## config.mk

```make
export PLATFORM = sky130hd
export DESIGN_NAME = irq_vec_ctrl
export DESIGN_NICKNAME = d
export VERILOG_FILES = /design/src/rtl/vic_pkg.sv /design/src/rtl/vic_capture.sv /design/src/rtl/vic_prio_enc.sv /design/src/rtl/irq_vec_ctrl.sv
export SDC_FILE = /design/constraint.sdc
export NUM_CORES = 1
export LEC_CHECK = 0
export ABC_CLOCK_PERIOD_IN_PS = 4400
export CAP_MARGIN = 20
export CELL_PAD_IN_SITES_DETAIL_PLACEMENT = 2
export CELL_PAD_IN_SITES_GLOBAL_PLACEMENT = 2
export CORE_UTILIZATION = 33
export CTS_CLUSTER_SIZE = 40
export DETAILED_ROUTE_END_ITERATION = 10
export GPL_ROUTABILITY_DRIVEN = 0
export PLACE_DENSITY = 0.89
export SLEW_MARGIN = 30
export SYNTH_ARGS = -nofsm -noshare
export SYNTH_HDL_FRONTEND = slang
export SYNTH_SLANG_ARGS = --single-unit
```

## constraint.sdc

```tcl
create_clock -name clk -period 4.4 [get_ports clk]
set_input_delay 0.66 -clock clk [delete_from_list [all_inputs] [get_ports clk]]
set_output_delay 0.66 -clock clk [all_outputs]
set_load 0.02 [all_outputs]
```

## src/rtl/vic_pkg.sv

```systemverilog
package vic_pkg;

  localparam int unsigned WORD_W = 32;
  localparam int unsigned WADDR_W = 3;

  typedef enum logic [WADDR_W-1:0] {
    RG_STAT   = 3'd0,
    RG_PEND   = 3'd1,
    RG_EN     = 3'd2,
    RG_ACK    = 3'd3,
    RG_SETEN  = 3'd4,
    RG_CLREN  = 3'd5,
    RG_VEC    = 3'd6,
    RG_MASTER = 3'd7
  } vic_reg_e;

  localparam logic [WORD_W-1:0] VEC_NONE = '1;

endpackage

```

## src/rtl/vic_capture.sv

```systemverilog
module vic_capture #(
  parameter int unsigned NUM_IN    = 32,
  parameter logic [31:0] EDGE_MASK = 32'hFFFF_0000
) (
  input  logic              clk,
  input  logic              rst_n,
  input  logic [NUM_IN-1:0] irq_in,
  input  logic [NUM_IN-1:0] ack_mask,
  output logic [NUM_IN-1:0] status
);

  for (genvar i = 0; i < NUM_IN; i++) begin : g_bit
    if (EDGE_MASK[i]) begin : g_edge
      logic prev_q;
      logic stat_q;
      logic stat_d;
      logic rise;

      always_comb begin
        rise   = irq_in[i] & ~prev_q;
        stat_d = (stat_q & ~ack_mask[i]) | rise;
      end

      always_ff @(posedge clk or negedge rst_n) begin
        if (!rst_n) begin
          prev_q <= 1'b0;
          stat_q <= 1'b0;
        end else begin
          prev_q <= irq_in[i];
          stat_q <= stat_d;
        end
      end

      assign status[i] = stat_q;

      AST_EDGE_HOLD: assert property (@(posedge clk) disable iff (!rst_n) (stat_q && !ack_mask[i]) |=> stat_q);
    end else begin : g_level
      logic stat_q;
      logic stat_d;

      always_comb begin
        stat_d = irq_in[i] & ~ack_mask[i];
      end

      always_ff @(posedge clk or negedge rst_n) begin
        if (!rst_n) begin
          stat_q <= 1'b0;
        end else begin
          stat_q <= stat_d;
        end
      end

      assign status[i] = stat_q;

      AST_LEVEL_TRACK: assert property (@(posedge clk) disable iff (!rst_n) !ack_mask[i] |=> (stat_q == $past(irq_in[i])));
    end
  end

endmodule

```

## src/rtl/vic_prio_enc.sv

```systemverilog
module vic_prio_enc #(
  parameter int unsigned NUM_IN = 32,
  localparam int unsigned IDX_W = (NUM_IN > 1) ? $clog2(NUM_IN) : 1
) (
  input  logic [NUM_IN-1:0] req,
  output logic              found,
  output logic [IDX_W-1:0]  idx
);

  always_comb begin
    found = 1'b0;
    idx   = '0;
    for (int i = NUM_IN - 1; i >= 0; i--) begin
      if (req[i]) begin
        found = 1'b1;
        idx   = IDX_W'(i);
      end
    end
  end

endmodule

```

## src/rtl/irq_vec_ctrl.sv

```systemverilog
module irq_vec_ctrl
  import vic_pkg::*;
#(
  parameter int unsigned NUM_IN    = 32,
  parameter logic [31:0] EDGE_MASK = 32'hFFFF_0000
) (
  input  logic                 clk,
  input  logic                 rst_n,
  input  logic [NUM_IN-1:0]    irq_in,
  input  logic [WADDR_W-1:0]   bus_waddr,
  input  logic                 bus_wr,
  input  logic [WORD_W-1:0]    bus_wdata,
  input  logic                 bus_rd,
  output logic [WORD_W-1:0]    bus_rdata,
  output logic                 bus_rvalid,
  output logic                 irq_out
);

  localparam int unsigned IDX_W = (NUM_IN > 1) ? $clog2(NUM_IN) : 1;
  localparam logic [NUM_IN-1:0] EDGE_V = EDGE_MASK[NUM_IN-1:0];

  // reset: asserted asynchronously, released on a clock edge
  logic [1:0] rst_sync_q;
  logic       rst_ni;

  always_ff @(posedge clk or negedge rst_n) begin
    if (!rst_n) begin
      rst_sync_q <= 2'b00;
    end else begin
      rst_sync_q <= {rst_sync_q[0], 1'b1};
    end
  end

  assign rst_ni = rst_sync_q[1];

  vic_reg_e            sel;
  logic [NUM_IN-1:0]   wmask;
  logic [NUM_IN-1:0]   en_q;
  logic [NUM_IN-1:0]   en_d;
  logic                en_we;
  logic [1:0]          mer_q;
  logic [1:0]          mer_d;
  logic                mer_we;
  logic [NUM_IN-1:0]   ack_mask;
  logic [NUM_IN-1:0]   stat;
  logic [NUM_IN-1:0]   pend;
  logic                vec_found;
  logic [IDX_W-1:0]    vec_idx;
  logic [WORD_W-1:0]   vec_w;
  logic [WORD_W-1:0]   rd_d;
  logic [WORD_W-1:0]   rdata_q;
  logic                rvalid_q;

  assign sel   = vic_reg_e'(bus_waddr);
  assign wmask = bus_wdata[NUM_IN-1:0];

  // enable and master next-state
  always_comb begin
    en_we  = 1'b0;
    en_d   = en_q;
    mer_we = 1'b0;
    mer_d  = mer_q;
    if (bus_wr) begin
      unique case (sel)
        RG_EN:     begin en_we = 1'b1; en_d = wmask;          end
        RG_SETEN:  begin en_we = 1'b1; en_d = en_q | wmask;   end
        RG_CLREN:  begin en_we = 1'b1; en_d = en_q & ~wmask;  end
        RG_MASTER: begin mer_we = 1'b1; mer_d = bus_wdata[1:0]; end
        default:   begin end
      endcase
    end
  end

  always_ff @(posedge clk or negedge rst_ni) begin
    if (!rst_ni) begin
      en_q  <= '0;
      mer_q <= 2'b00;
    end else begin
      if (en_we)  en_q  <= en_d;
      if (mer_we) mer_q <= mer_d;
    end
  end

  // acknowledge only when armed
  always_comb begin
    ack_mask = '0;
    if (bus_wr && (sel == RG_ACK) && mer_q[1]) begin
      ack_mask = wmask;
    end
  end

  vic_capture #(
    .NUM_IN    (NUM_IN),
    .EDGE_MASK (EDGE_MASK)
  ) u_capture (
    .clk      (clk),
    .rst_n    (rst_ni),
    .irq_in   (irq_in),
    .ack_mask (ack_mask),
    .status   (stat)
  );

  assign pend = stat & en_q;

  vic_prio_enc #(
    .NUM_IN (NUM_IN)
  ) u_prio (
    .req   (pend),
    .found (vec_found),
    .idx   (vec_idx)
  );

  assign vec_w   = vec_found ? WORD_W'(vec_idx) : VEC_NONE;
  assign irq_out = mer_q[0] & (|pend);

  // read path
  always_comb begin
    unique case (sel)
      RG_STAT:   rd_d = WORD_W'(stat);
      RG_PEND:   rd_d = WORD_W'(pend);
      RG_EN:     rd_d = WORD_W'(en_q);
      RG_VEC:    rd_d = vec_w;
      RG_MASTER: rd_d = {{(WORD_W-2){1'b0}}, mer_q};
      default:   rd_d = '0;
    endcase
  end

  always_ff @(posedge clk or negedge rst_ni) begin
    if (!rst_ni) begin
      rdata_q  <= '0;
      rvalid_q <= 1'b0;
    end else begin
      rvalid_q <= bus_rd;
      if (bus_rd) rdata_q <= rd_d;
    end
  end

  assign bus_rdata  = rdata_q;
  assign bus_rvalid = rvalid_q;

  logic [NUM_IN-1:0] below_idx;
  always_comb begin
    for (int i = 0; i < NUM_IN; i++) begin
      below_idx[i] = (i < int'(vec_idx));
    end
  end

  AST_RVALID_AFTER_RD: assert property (@(posedge clk) disable iff (!rst_ni) bus_rd |=> bus_rvalid);
  AST_SETEN_KEEPS: assert property (@(posedge clk) disable iff (!rst_ni) (bus_wr && sel == RG_SETEN) |=> ((en_q & $past(en_q)) == $past(en_q)));
  AST_CLREN_DROPS: assert property (@(posedge clk) disable iff (!rst_ni) (bus_wr && sel == RG_CLREN) |=> ((en_q & $past(wmask)) == '0));
  AST_ACK_BLOCKED: assert property (@(posedge clk) disable iff (!rst_ni) !mer_q[1] |=> (($past(stat) & EDGE_V & ~stat) == '0));
  AST_VEC_LOWEST: assert property (@(posedge clk) disable iff (!rst_ni) vec_found |-> (pend[vec_idx] && ((pend & below_idx) == '0)));

endmodule

```

==> metrics.csv, run 1 <==
metric,value,unit
result of the run,finished clean,
number of standard-cell rows in the floorplan,48,
relative max-transition margin,0.4458,
maximum ir drop on the vdd rail,305.8,µV
TritonCTS buffer count,17,
Worst Reg-to-Reg Cells,6,
final setup fails,0,
Post-DRT Antenna Nets,0,
main combinational cell family by area after synthesis,compound AO/OA/AOI/OAI gates,
number of buffers inserted by post-CTS setup repair,0,
n_diodes,0,
global router's overall resource usage,0.2506,
count of different cell masters after synthesis,53,
post-route minimum period,3.394,ns
vertical extent of the die,134.6,µm
topmost layer with routed signal wires,met4,
initial antenna violation count,0,
max_cap viols,0,
total power divided by cell area,456.4,mW/mm²
FMAX,294.6,MHz
remaining global-route overflow,0,
post-route met1 wirelength,9139,µm
dominant cells by area after synthesis,"sky130_fd_sc_hd__dfrtp_1 50%, sky130_fd_sc_hd__a21oi_1 6.1%, sky130_fd_sc_hd__nand2_1 5.9%, sky130_fd_sc_hd__a22oi_1 4.0%, sky130_fd_sc_hd__o21ai_0 3.9%",
worst r2r src,en_q[12]$_DFFE_PN0P_,
"post-synthesis share of cell area spent on and, or, nand and nor gates",0.1105,
portion of netlist area occupied by mux cells,0.009495,
largest net degree at the start of global routing,48,
largest buffer count on any clock path,2,
first-pass GRT wire length,34090,µm
Hold Crit Depth,0,
vias in the first global route,6039,
nets,779,
number of hold violations in the final report,0,
"reg-to-reg slack, setup",2.00,ns
Compound-Gate Fraction of Synth Area,0.3077,
via count,5416,
transition time at the pin with the least slew margin,0.8287,ns
Syn-to-layout area delta,32.91,%
register area share after synthesis,0.5050,
cell-by-cell listing of the critical path,a22oi_1 -> nand4_1 -> o41a_1 -> clkdlybuf4s50_1,
Worst Path Max Fanout,5,
number of synthesized register bits,117,
initial standard-cell utilization of the core,0.3364,
predominant post-synthesis flop cell,sky130_fd_sc_hd__dfrtp_1,
root buffer selected by CTS,sky130_fd_sc_hd__clkbuf_16,
unrepaired setup endpoints after global routing,no,
post-CTS resize count,0,
met2 WL,10850,µm
Wirelength per Cell,22.72,µm
Hold WC Path Type,flip-flop to flip-flop,
maximum clock skew at final layout,0.009174,ns
crit start category,flip-flop,
arrival time of data at the critical path endpoint,2.73,ns
endpoint of the worst register-to-register path,bus_rdata[19]$_DFFE_PN0P_,
clock transition at the registers of the reported paths,0.06,ns
clock insertion delay at the later pin of the skew report,0.43,ns
number of slew-limit violations in the final report,0,
async set-reset flop share out of synthesis,1.000,
estimated wirelength of the detail-placed design,14720,µm
clock net sink count,117,
crit-path max cell delay,0.56,ns
via density per instance,5.725,
hold slack,0.3534,ns
required time of the critical path,3.74,ns
Post-Syn Area per Cell,9.552,µm²
CP Capture Type,output pin,
gate count of the mapped netlist,607,
library cell occupying the most area in the post-synthesis netlist,sky130_fd_sc_hd__dfrtp_1,
number of warning messages in the yosys log,0,
overall die area,0.01810,mm²
PortBufs,104,
end of the worst hold path,rst_sync_q[1]$_DFF_PN0_,
type of the setup path with the least slack,flip-flop to output pin,
share of the clock period used by the worst path,0.7714,
Yosys top cell area share,0.5050,
Post-synth EDFFs,0,
area share of fa/ha/maj cells after synthesis,0,
die width,134.6,µm
post-synthesis share of cell area spent on xor and xnor gates,0,
number of iterations in the first detailed-routing pass,4,
ratio of cells with drive above 1 in the final layout,0.09709,
number of levels the H-tree was split into,4,
CTS Hold Buffers Added,0,
leakage power of the design,3.214,nW
cell area after technology mapping,0.005798,mm²
slowest cell on the critical path,sky130_fd_sc_hd__clkdlybuf4s50_1,
Hold Path Origin,rst_sync_q[0]$_DFF_PN0_,
Setup TNS,0,ns
final wirelength,21490,µm
DRC,0,
met3 wire length,891,µm
core area,0.01724,mm²
CTS tree,built,
Post-Synthesis Net Count,678,
number of I/O pins,105,
DRC violation total after the first TritonRoute iteration,287,
worst max path at each step:
stage	to	from	cells after the start	slack (ns)
2_1_floorplan	bus_rdata[0]$_DFFE_PN0P_	rst_sync_q[1]$_DFF_PN0_	0	0.90
3_3_place_gp	bus_rdata[12]$_DFFE_PN0P_	bus_waddr[0]	6	1.09
4_1_cts	irq_out	en_q[12]$_DFFE_PN0P_	4	1.04
6_report	irq_out	en_q[12]$_DFFE_PN0P_	4	1.01
3_5_place_dp	bus_rdata[13]$_DFFE_PN0P_	bus_waddr[0]	6	0.87
5_1_grt	irq_out	en_q[10]$_DFFE_PN0P_	4	0.95
through the flow:
step                      utilization  cell area (µm²)  setup WS, ns  power (mW)  std cells
after floorplan                     -             5798        0.8992       1.684        607
after global placement         0.4087             7044         1.093       1.942        913
after detailed placement       0.4098             7064        0.8673       1.999        914
after CTS                      0.4467             7700         1.043       3.537        946
after global routing           0.4471             7706        0.9545       3.646        946
final                          0.4471             7706         1.006       3.517        946
layer usage:
layer / GRT usage / up-vias
met1: 0.2971 / 2809
li1: - / 2414
met5: 0 / -
met4: 0.1174 / 0
met3: 0.05443 / 44
met2: 0.4329 / 149
where the power goes:
part	internal (mW)	switching (mW)
logic	0.291	0.367
clock network	1.00	0.509
registers	1.20	0.151
cell type report:
cell class              instances  area (µm²)
fillers                      1783        9530
flip-flops and latches        117        2932
multi-input cells             403        2496
repair buffers                121        1181
clock buffers                  23       488.0
well taps                     225       281.5
inverters                      48       180.2
clock inverters                 9       147.6
state kept, by name (all words and copies together) (netlist names):
signal / cells
bus_rdata: 32
en_q: 32
u_capture.g_bit.g_level.stat_q: 16
u_capture.g_bit.g_edge.prev_q: 16
u_capture.g_bit.g_edge.stat_q: 16
mer_q: 2
rst_sync_q: 2
bus_rvalid: 1
cell usage in the layout (no fill, tap or decap), drive strengths merged, types with 4 or more instances in the layout:
cell type,n
a21o,17
a31oi,4
inv,48
o21ai,50
dfrtp,117
nand2,91
a21boi,17
nor2,5
a32oi,14
a22oi,33
o221ai,27
bufinv,4
clkdlybuf4s50,104
o22ai,4
nand2b,15
a21oi,71
mux2,4
a32o,4
clkinv,4
buf,17
nor3,4
clkbuf,23
nand4,7
cells in the mapped netlist, types with 12 or more instances:
cell	instances
sky130_fd_sc_hd__nand2_1	91
sky130_fd_sc_hd__a32oi_1	14
sky130_fd_sc_hd__nand2b_1	15
sky130_fd_sc_hd__buf_2	18
sky130_fd_sc_hd__dfrtp_1	117
sky130_fd_sc_hd__a22oi_1	31
sky130_fd_sc_hd__o221ai_1	17
sky130_fd_sc_hd__o21ai_0	45
sky130_fd_sc_hd__a21oi_1	71
sky130_fd_sc_hd__a21boi_0	17
sky130_fd_sc_hd__a21o_1	17
sky130_fd_sc_hd__inv_1	47
sky130_fd_sc_hd__clkbuf_1	12
logic make-up after synthesis:
family / after synthesis
flops: 117
buf+inv: 87
other cells: 1
compound gates: 258
mux: 5
simple gates: 139
critical path: cells and delay by family, from the launching register on:
family / cells / cell delay, ns
compound gates: 2 / 1.01
buf+inv: 1 / 0.56
flops: 1 / 0.43
simple gates: 1 / 0.31
Power figures use the tool's default switching activity.
==> inputs of run 2 (changes only) <==
- ABC_CLOCK_PERIOD_IN_PS: 4400 -> 3120
- CORE_UTILIZATION: 33 -> 29
- PLACE_DENSITY: 0.89 -> 0.83
- clock period: 4.4 -> 3.12 ns (I/O delays scaled with it)
==> metrics.csv, run 2 (synthesis gave the netlist of run 1 again) <==
metric,value,unit
result of the run,finished clean,
number of iterations in the first detailed-routing pass,4,
Worst Reg-to-Reg Cells,6,
number of standard-cell rows in the floorplan,51,
"commonest cells after routing, fill and taps aside","116 x sky130_fd_sc_hd__dfrtp_1, 104 x sky130_fd_sc_hd__clkdlybuf4s50_1, 91 x sky130_fd_sc_hd__nand2_1, 71 x sky130_fd_sc_hd__a21oi_1, 47 x sky130_fd_sc_hd__inv_1",
Post-DRT Antenna Nets,0,
final wirelength,20970,µm
number of slew-limit violations in the final report,0,
Syn-to-layout area delta,33.56,%
CP Capture Type,output pin,
setup slack after layout,0.1190,ns
cell-by-cell listing of the critical path,a22oi_1 -> nand4_1 -> o41a_1 -> clkdlybuf4s50_1,
clock insertion delay at the later pin of the skew report,0.43,ns
maximum clock skew at final layout,0.008246,ns
vias in the first global route,6073,
overall die area,0.02056,mm²
initial antenna violation count,0,
max_cap viols,0,
relative max-transition margin,0.4824,
maximum ir drop on the vdd rail,373.7,µV
final setup fails,0,
die width,143.4,µm
initial standard-cell utilization of the core,0.2969,
crit-path max cell delay,0.56,ns
worst r2r src,en_q[6]$_DFFE_PN0P_,
beginning of the critical path,u_capture.g_bit[24].g_edge.stat_q$_DFF_PN0_,
number of I/O pins,105,
first-pass GRT wire length,33710,µm
Worst Path Max Fanout,5,
DRC violation total after the first TritonRoute iteration,260,
CTS tree,built,
root buffer selected by CTS,sky130_fd_sc_hd__clkbuf_16,
number of levels the H-tree was split into,4,
total power divided by cell area,622.9,mW/mm²
nets,780,
core area,0.01953,mm²
largest net degree at the start of global routing,65,
TritonCTS buffer count,17,
CTS Hold Buffers Added,0,
via density per instance,5.430,
transition time at the pin with the least slew margin,0.7763,ns
capturing element of the worst setup path,irq_out,
slowest cell on the critical path,sky130_fd_sc_hd__clkdlybuf4s50_1,
clock transition at the registers of the reported paths,0.06,ns
clock net sink count,117,
number of hold violations in the final report,0,
via count,5354,
unrepaired setup endpoints after global routing,no,
largest buffer count on any clock path,2,
share of the clock period used by the worst path,0.9619,
estimated wirelength of the detail-placed design,14130,µm
PortBufs,104,
Hold WC Path Type,primary input to async pin,
utilization after layout,0.3966,
leakage power of the design,3.196,nW
DRC,0,
post-route minimum period,3.001,ns
type of the setup path with the least slack,flip-flop to output pin,
FMAX,333.2,MHz
n_diodes,0,
ratio of cells with drive above 1 in the final layout,0.1012,
required time of the critical path,2.65,ns
post-placement worst setup slack,0.4446,ns
endpoint of the worst register-to-register path,bus_rdata[29]$_DFFE_PN0P_,
crit start category,flip-flop,
global router's overall resource usage,0.2190,
arrival time of data at the critical path endpoint,2.53,ns
Wirelength per Cell,21.26,µm
"reg-to-reg slack, setup",0.82,ns
Pwr Total,4.824,mW
"most common cell after layout, fill and taps aside",sky130_fd_sc_hd__dfrtp_1,
Setup TNS,0,ns
remaining global-route overflow,0,
vertical extent of the die,143.4,µm
hold slack,0.2037,ns
==> run 2: changes by cell type in the layout (fill, tap and decap cells not counted) <==
cell / change
sky130_fd_sc_hd__a22oi_1: -3
sky130_fd_sc_hd__a22oi_2: +3
sky130_fd_sc_hd__clkinv_4: +1
sky130_fd_sc_hd__o21a_2: -1
sky130_fd_sc_hd__bufinv_16: -1
sky130_fd_sc_hd__nor3_2: +1
sky130_fd_sc_hd__clkbuf_8: -1
sky130_fd_sc_hd__o21a_4: +1
sky130_fd_sc_hd__buf_4: +1
sky130_fd_sc_hd__nor3_4: -1
==> run 2: worst min path at each step <==
stage / from / end / slack [ns] / depth (start not counted)
2_1_floorplan: rst_n / rst_sync_q[0]$_DFF_PN0_ / 0.17 / 0
3_3_place_gp: rst_sync_q[0]$_DFF_PN0_ / rst_sync_q[1]$_DFF_PN0_ / 0.34 / 0
3_5_place_dp: rst_sync_q[0]$_DFF_PN0_ / rst_sync_q[1]$_DFF_PN0_ / 0.35 / 0
4_1_cts: rst_n / rst_sync_q[1]$_DFF_PN0_ / 0.19 / 1
5_1_grt: rst_n / rst_sync_q[1]$_DFF_PN0_ / 0.19 / 1
6_report: rst_n / rst_sync_q[1]$_DFF_PN0_ / 0.20 / 1
==> run 2: routing by layer <==
layer | vias to the layer above | share of wire | global-route usage
met5 | - | 0 | 0
met4 | 0 | 0.023 | 0.08791
met3 | 35 | 0.034 | 0.04565
met2 | 120 | 0.51 | 0.3809
met1 | 2788 | 0.43 | 0.2627
li1 | 2411 | - | -
==> run 2: cell type report <==
type                       instances  area [µm²]
tap                              265       331.6
multi-input combinational        403        2511
fill                            2141       11780
clock inverter                     9       126.4
clock buffer                      22       474.2
inverter                          48       180.2
timing repair buffer             122        1189
sequential                       117        2932
==> run 2: where the power goes <==
part | switching, mW | internal, mW | total [mW] | leakage (nW)
logic | 0.492 | 0.415 | 0.907 | 1.52
registers | 0.215 | 1.69 | 1.90 | 1.38
clock network | 0.706 | 1.31 | 2.01 | 0.296
==> run 2: worst max-delay path: cells and delay by family (launching register included) <==
kind	cells	cell delay, ns
AOI/OAI and AO/OA	2	0.87
DFF	1	0.46
and+or+nand+nor	1	0.21
buffers and inverters	1	0.56
==> run 2: what timing repair did <==
| action | CTS | global route |
|---|---|---|
| setup buffers | 0 | 0 |
| hold endpoints to repair | 0 | 0 |
| gates resized for setup | 0 | 3 |
| setup endpoints to repair | 0 | 1 |
==> run 2: per-stage QoR <==
step           cell area, µm²  instances
2_1_floorplan            5799        607
5_1_grt                  7744        986
6_report                 7744        986
3_5_place_dp             7128        955
4_1_cts                  7729        986
3_3_place_gp             7122        955
==> inputs of run 3 (changes only) <==
- ABC_AREA: default -> 1
- CELL_PAD_IN_SITES_DETAIL_PLACEMENT: 2 -> 1
- CELL_PAD_IN_SITES_GLOBAL_PLACEMENT: 2 -> 1
- CORE_UTILIZATION: 29 -> 35
- PLACE_DENSITY: 0.83 -> default
- PLACE_DENSITY_LB_ADDON: default -> 0.1
==> metrics.csv, run 3 <==
metric,value,unit
Post-DRT Antenna Nets,0,
crit start category,flip-flop,
gate count of the mapped netlist,632,
number of I/O pins,105,
number of slew-limit violations in the final report,0,
count of different cell masters after synthesis,26,
CTS Hold Buffers Added,0,
"reg-to-reg slack, setup",0.79,ns
via count,4901,
total power divided by cell area,630.5,mW/mm²
n_diodes,0,
max_cap viols,0,
area of all sequential standard cells,0.002932,mm²
transition time at the pin with the least slew margin,0.6587,ns
vias in the first global route,5485,
largest buffer count on any clock path,2,
top post-synthesis cells by count,"117 x sky130_fd_sc_hd__dfrtp_1, 101 x sky130_fd_sc_hd__inv_1, 91 x sky130_fd_sc_hd__a21oi_1",
nets,813,
overall die area,0.01612,mm²
global router's overall resource usage,0.2215,
DRC violation total after the first TritonRoute iteration,256,
ratio of cells with drive above 1 in the final layout,0.1086,
Hold WC Path Type,primary input to async pin,
root buffer selected by CTS,sky130_fd_sc_hd__clkbuf_16,
combined area of the multi-input logic cells,0.002017,mm²
initial antenna violation count,0,
number of iterations in the first detailed-routing pass,4,
Post-synth EDFFs,0,
first-pass GRT wire length,27410,µm
maximum clock skew at final layout,0.007329,ns
DRC,0,
Wirelength per Cell,17.35,µm
FMAX,352.1,MHz
cell area after technology mapping,0.005464,mm²
Pwr Total,4.647,mW
CTS tree,built,
crit-path max cell delay,0.55,ns
via density per instance,5.197,
clock transition at the registers of the reported paths,0.06,ns
library cell occupying the most area in the post-synthesis netlist,sky130_fd_sc_hd__dfrtp_1,
unrepaired setup endpoints after global routing,no,
top-count cell post-synth,sky130_fd_sc_hd__dfrtp_1,
clock insertion delay at the later pin of the skew report,0.42,ns
relative max-transition margin,0.5609,
post-placement worst setup slack,0.6749,ns
die width,126.9,µm
capturing element of the worst setup path,irq_out,
buffers and inverters on the worst path,1,
number of hold violations in the final report,0,
beginning of the critical path,u_capture.g_bit[23].g_edge.stat_q$_DFF_PN0_,
category of cells accounting for the largest share of critical-path delay,simple AND/OR/NAND/NOR gates,
arrival time of data at the critical path endpoint,2.37,ns
Worst Reg-to-Reg Cells,36,
initial standard-cell utilization of the core,0.3594,
result of the run,finished clean,
async set-reset flop share out of synthesis,1.000,
number of warning messages in the yosys log,0,
"most common cell after layout, fill and taps aside",sky130_fd_sc_hd__dfrtp_1,
dominant cells by area after synthesis,"sky130_fd_sc_hd__dfrtp_1 54%, sky130_fd_sc_hd__a21oi_1 8.3%, sky130_fd_sc_hd__o22ai_1 7.1%, sky130_fd_sc_hd__inv_1 6.9%, sky130_fd_sc_hd__nand2_1 5.2%",
core area,0.01520,mm²
Setup TNS,0,ns
Yosys top cell area share,0.5358,
Post-Synthesis Net Count,703,
CP Capture Type,output pin,
register area share after synthesis,0.5358,
predominant post-synthesis flop cell,sky130_fd_sc_hd__dfrtp_1,
required time of the critical path,2.65,ns
Worst Path Max Fanout,3,
endpoint of the worst register-to-register path,bus_rdata[0]$_DFFE_PN0P_,
PortBufs,104,
Post-Syn Area per Cell,8.646,µm²
total of fill cells in the finished design,1776,
post-CTS resize count,0,
estimated wirelength of the detail-placed design,11110,µm
slowest cell on the critical path,sky130_fd_sc_hd__clkdlybuf4s50_1,
final setup fails,0,
number of synthesized register bits,117,
largest net degree at the start of global routing,68,
Levels on crit path,7,
leakage power of the design,3.620,nW
number of buffers inserted by post-CTS setup repair,0,
type of the setup path with the least slack,flip-flop to output pin,
vertical extent of the die,126.9,µm
"commonest cells after routing, fill and taps aside","116 x sky130_fd_sc_hd__dfrtp_1, 104 x sky130_fd_sc_hd__clkdlybuf4s50_1, 101 x sky130_fd_sc_hd__inv_1, 91 x sky130_fd_sc_hd__a21oi_1, 76 x sky130_fd_sc_hd__nand2_1",
number of levels the H-tree was split into,4,
final wirelength,16360,µm
worst r2r src,u_capture.g_bit[31].g_edge.stat_q$_DFF_PN0_,
number of standard-cell rows in the floorplan,45,
setup slack after layout,0.2801,ns
share of the clock period used by the worst path,0.9102,
post-route minimum period,2.840,ns
clock net sink count,117,
TritonCTS buffer count,17,
cell-by-cell listing of the critical path,nand2_2 -> nand2_1 -> nor4_1 -> nand3b_1 -> nor3_1 -> nor2_1 -> clkdlybuf4s50_1,
maximum ir drop on the vdd rail,489.9,µV
remaining global-route overflow,0,
Syn-to-layout area delta,34.90,%
utilization after layout,0.4849,
run 3: worst reg2reg max path, delay by kind of cell (launching register included):
family                 cells  cell delay [ns]
AND/OR/NAND/NOR           35             1.81
buffers and inverters      1             0.03
flip-flops                 1             0.40
run 3: cell families (layout without fill, tap and decap cells):
kind of cell / Yosys count / count (layout) / synth area share
buf+inv: 139 / 262 / 0.09641
other cells: 1 / 1 / 0.0006863
flops: 117 / 117 / 0.5358
compound gates: 246 / 246 / 0.2565
simple gates: 129 / 129 / 0.1106
run 3: final cells by class:
type,instances,area share
flip-flops and latches,117,0.3977
multi-input cells,376,0.2736
repair buffers,121,0.1619
clock buffers,22,0.06162
inverters,109,0.05551
well taps,188,0.03191
clock inverters,10,0.01765
run 3: worst min-delay path by stage:
| stage | startpoint | to | cells after the start |
|---|---|---|---|
| after floorplan | rst_n | rst_sync_q[0]$_DFF_PN0_ | 0 |
| after global placement | rst_sync_q[0]$_DFF_PN0_ | rst_sync_q[1]$_DFF_PN0_ | 0 |
| after detailed placement | rst_sync_q[0]$_DFF_PN0_ | rst_sync_q[1]$_DFF_PN0_ | 0 |
| after CTS | rst_n | rst_sync_q[1]$_DFF_PN0_ | 1 |
| after global routing | rst_n | rst_sync_q[1]$_DFF_PN0_ | 1 |
| final | rst_n | rst_sync_q[1]$_DFF_PN0_ | 1 |
run 3: layer usage:
metal	wire length [µm]	GRT usage	share of wire	vias up
met1	7127	0.2598	0.44	2432
li1	-	-	-	2345
met3	729	0.06411	0.045	27
met2	8195	0.3846	0.50	97
met4	311	0.08123	0.019	0
met5	0	0	0	-
run 3: where the power goes:
| group | total, mW | switching (mW) | internal [mW] |
|---|---|---|---|
| sequential | 1.81 | 0.127 | 1.68 |
| combinational | 0.880 | 0.496 | 0.384 |
| clock | 1.96 | 0.691 | 1.27 |
| total | 4.65 | 1.31 | 3.33 |
run 3: per-stage QoR:
stage               instance area [µm²]  hold WS (ns)  cells
finish                             7371        0.2022    943
global route                       7371        0.1904    943
CTS                                7371        0.1895    943
detailed placement                 6787        0.3410    911
global placement                   6787        0.3381    911
floorplan                          5465        0.1724    632
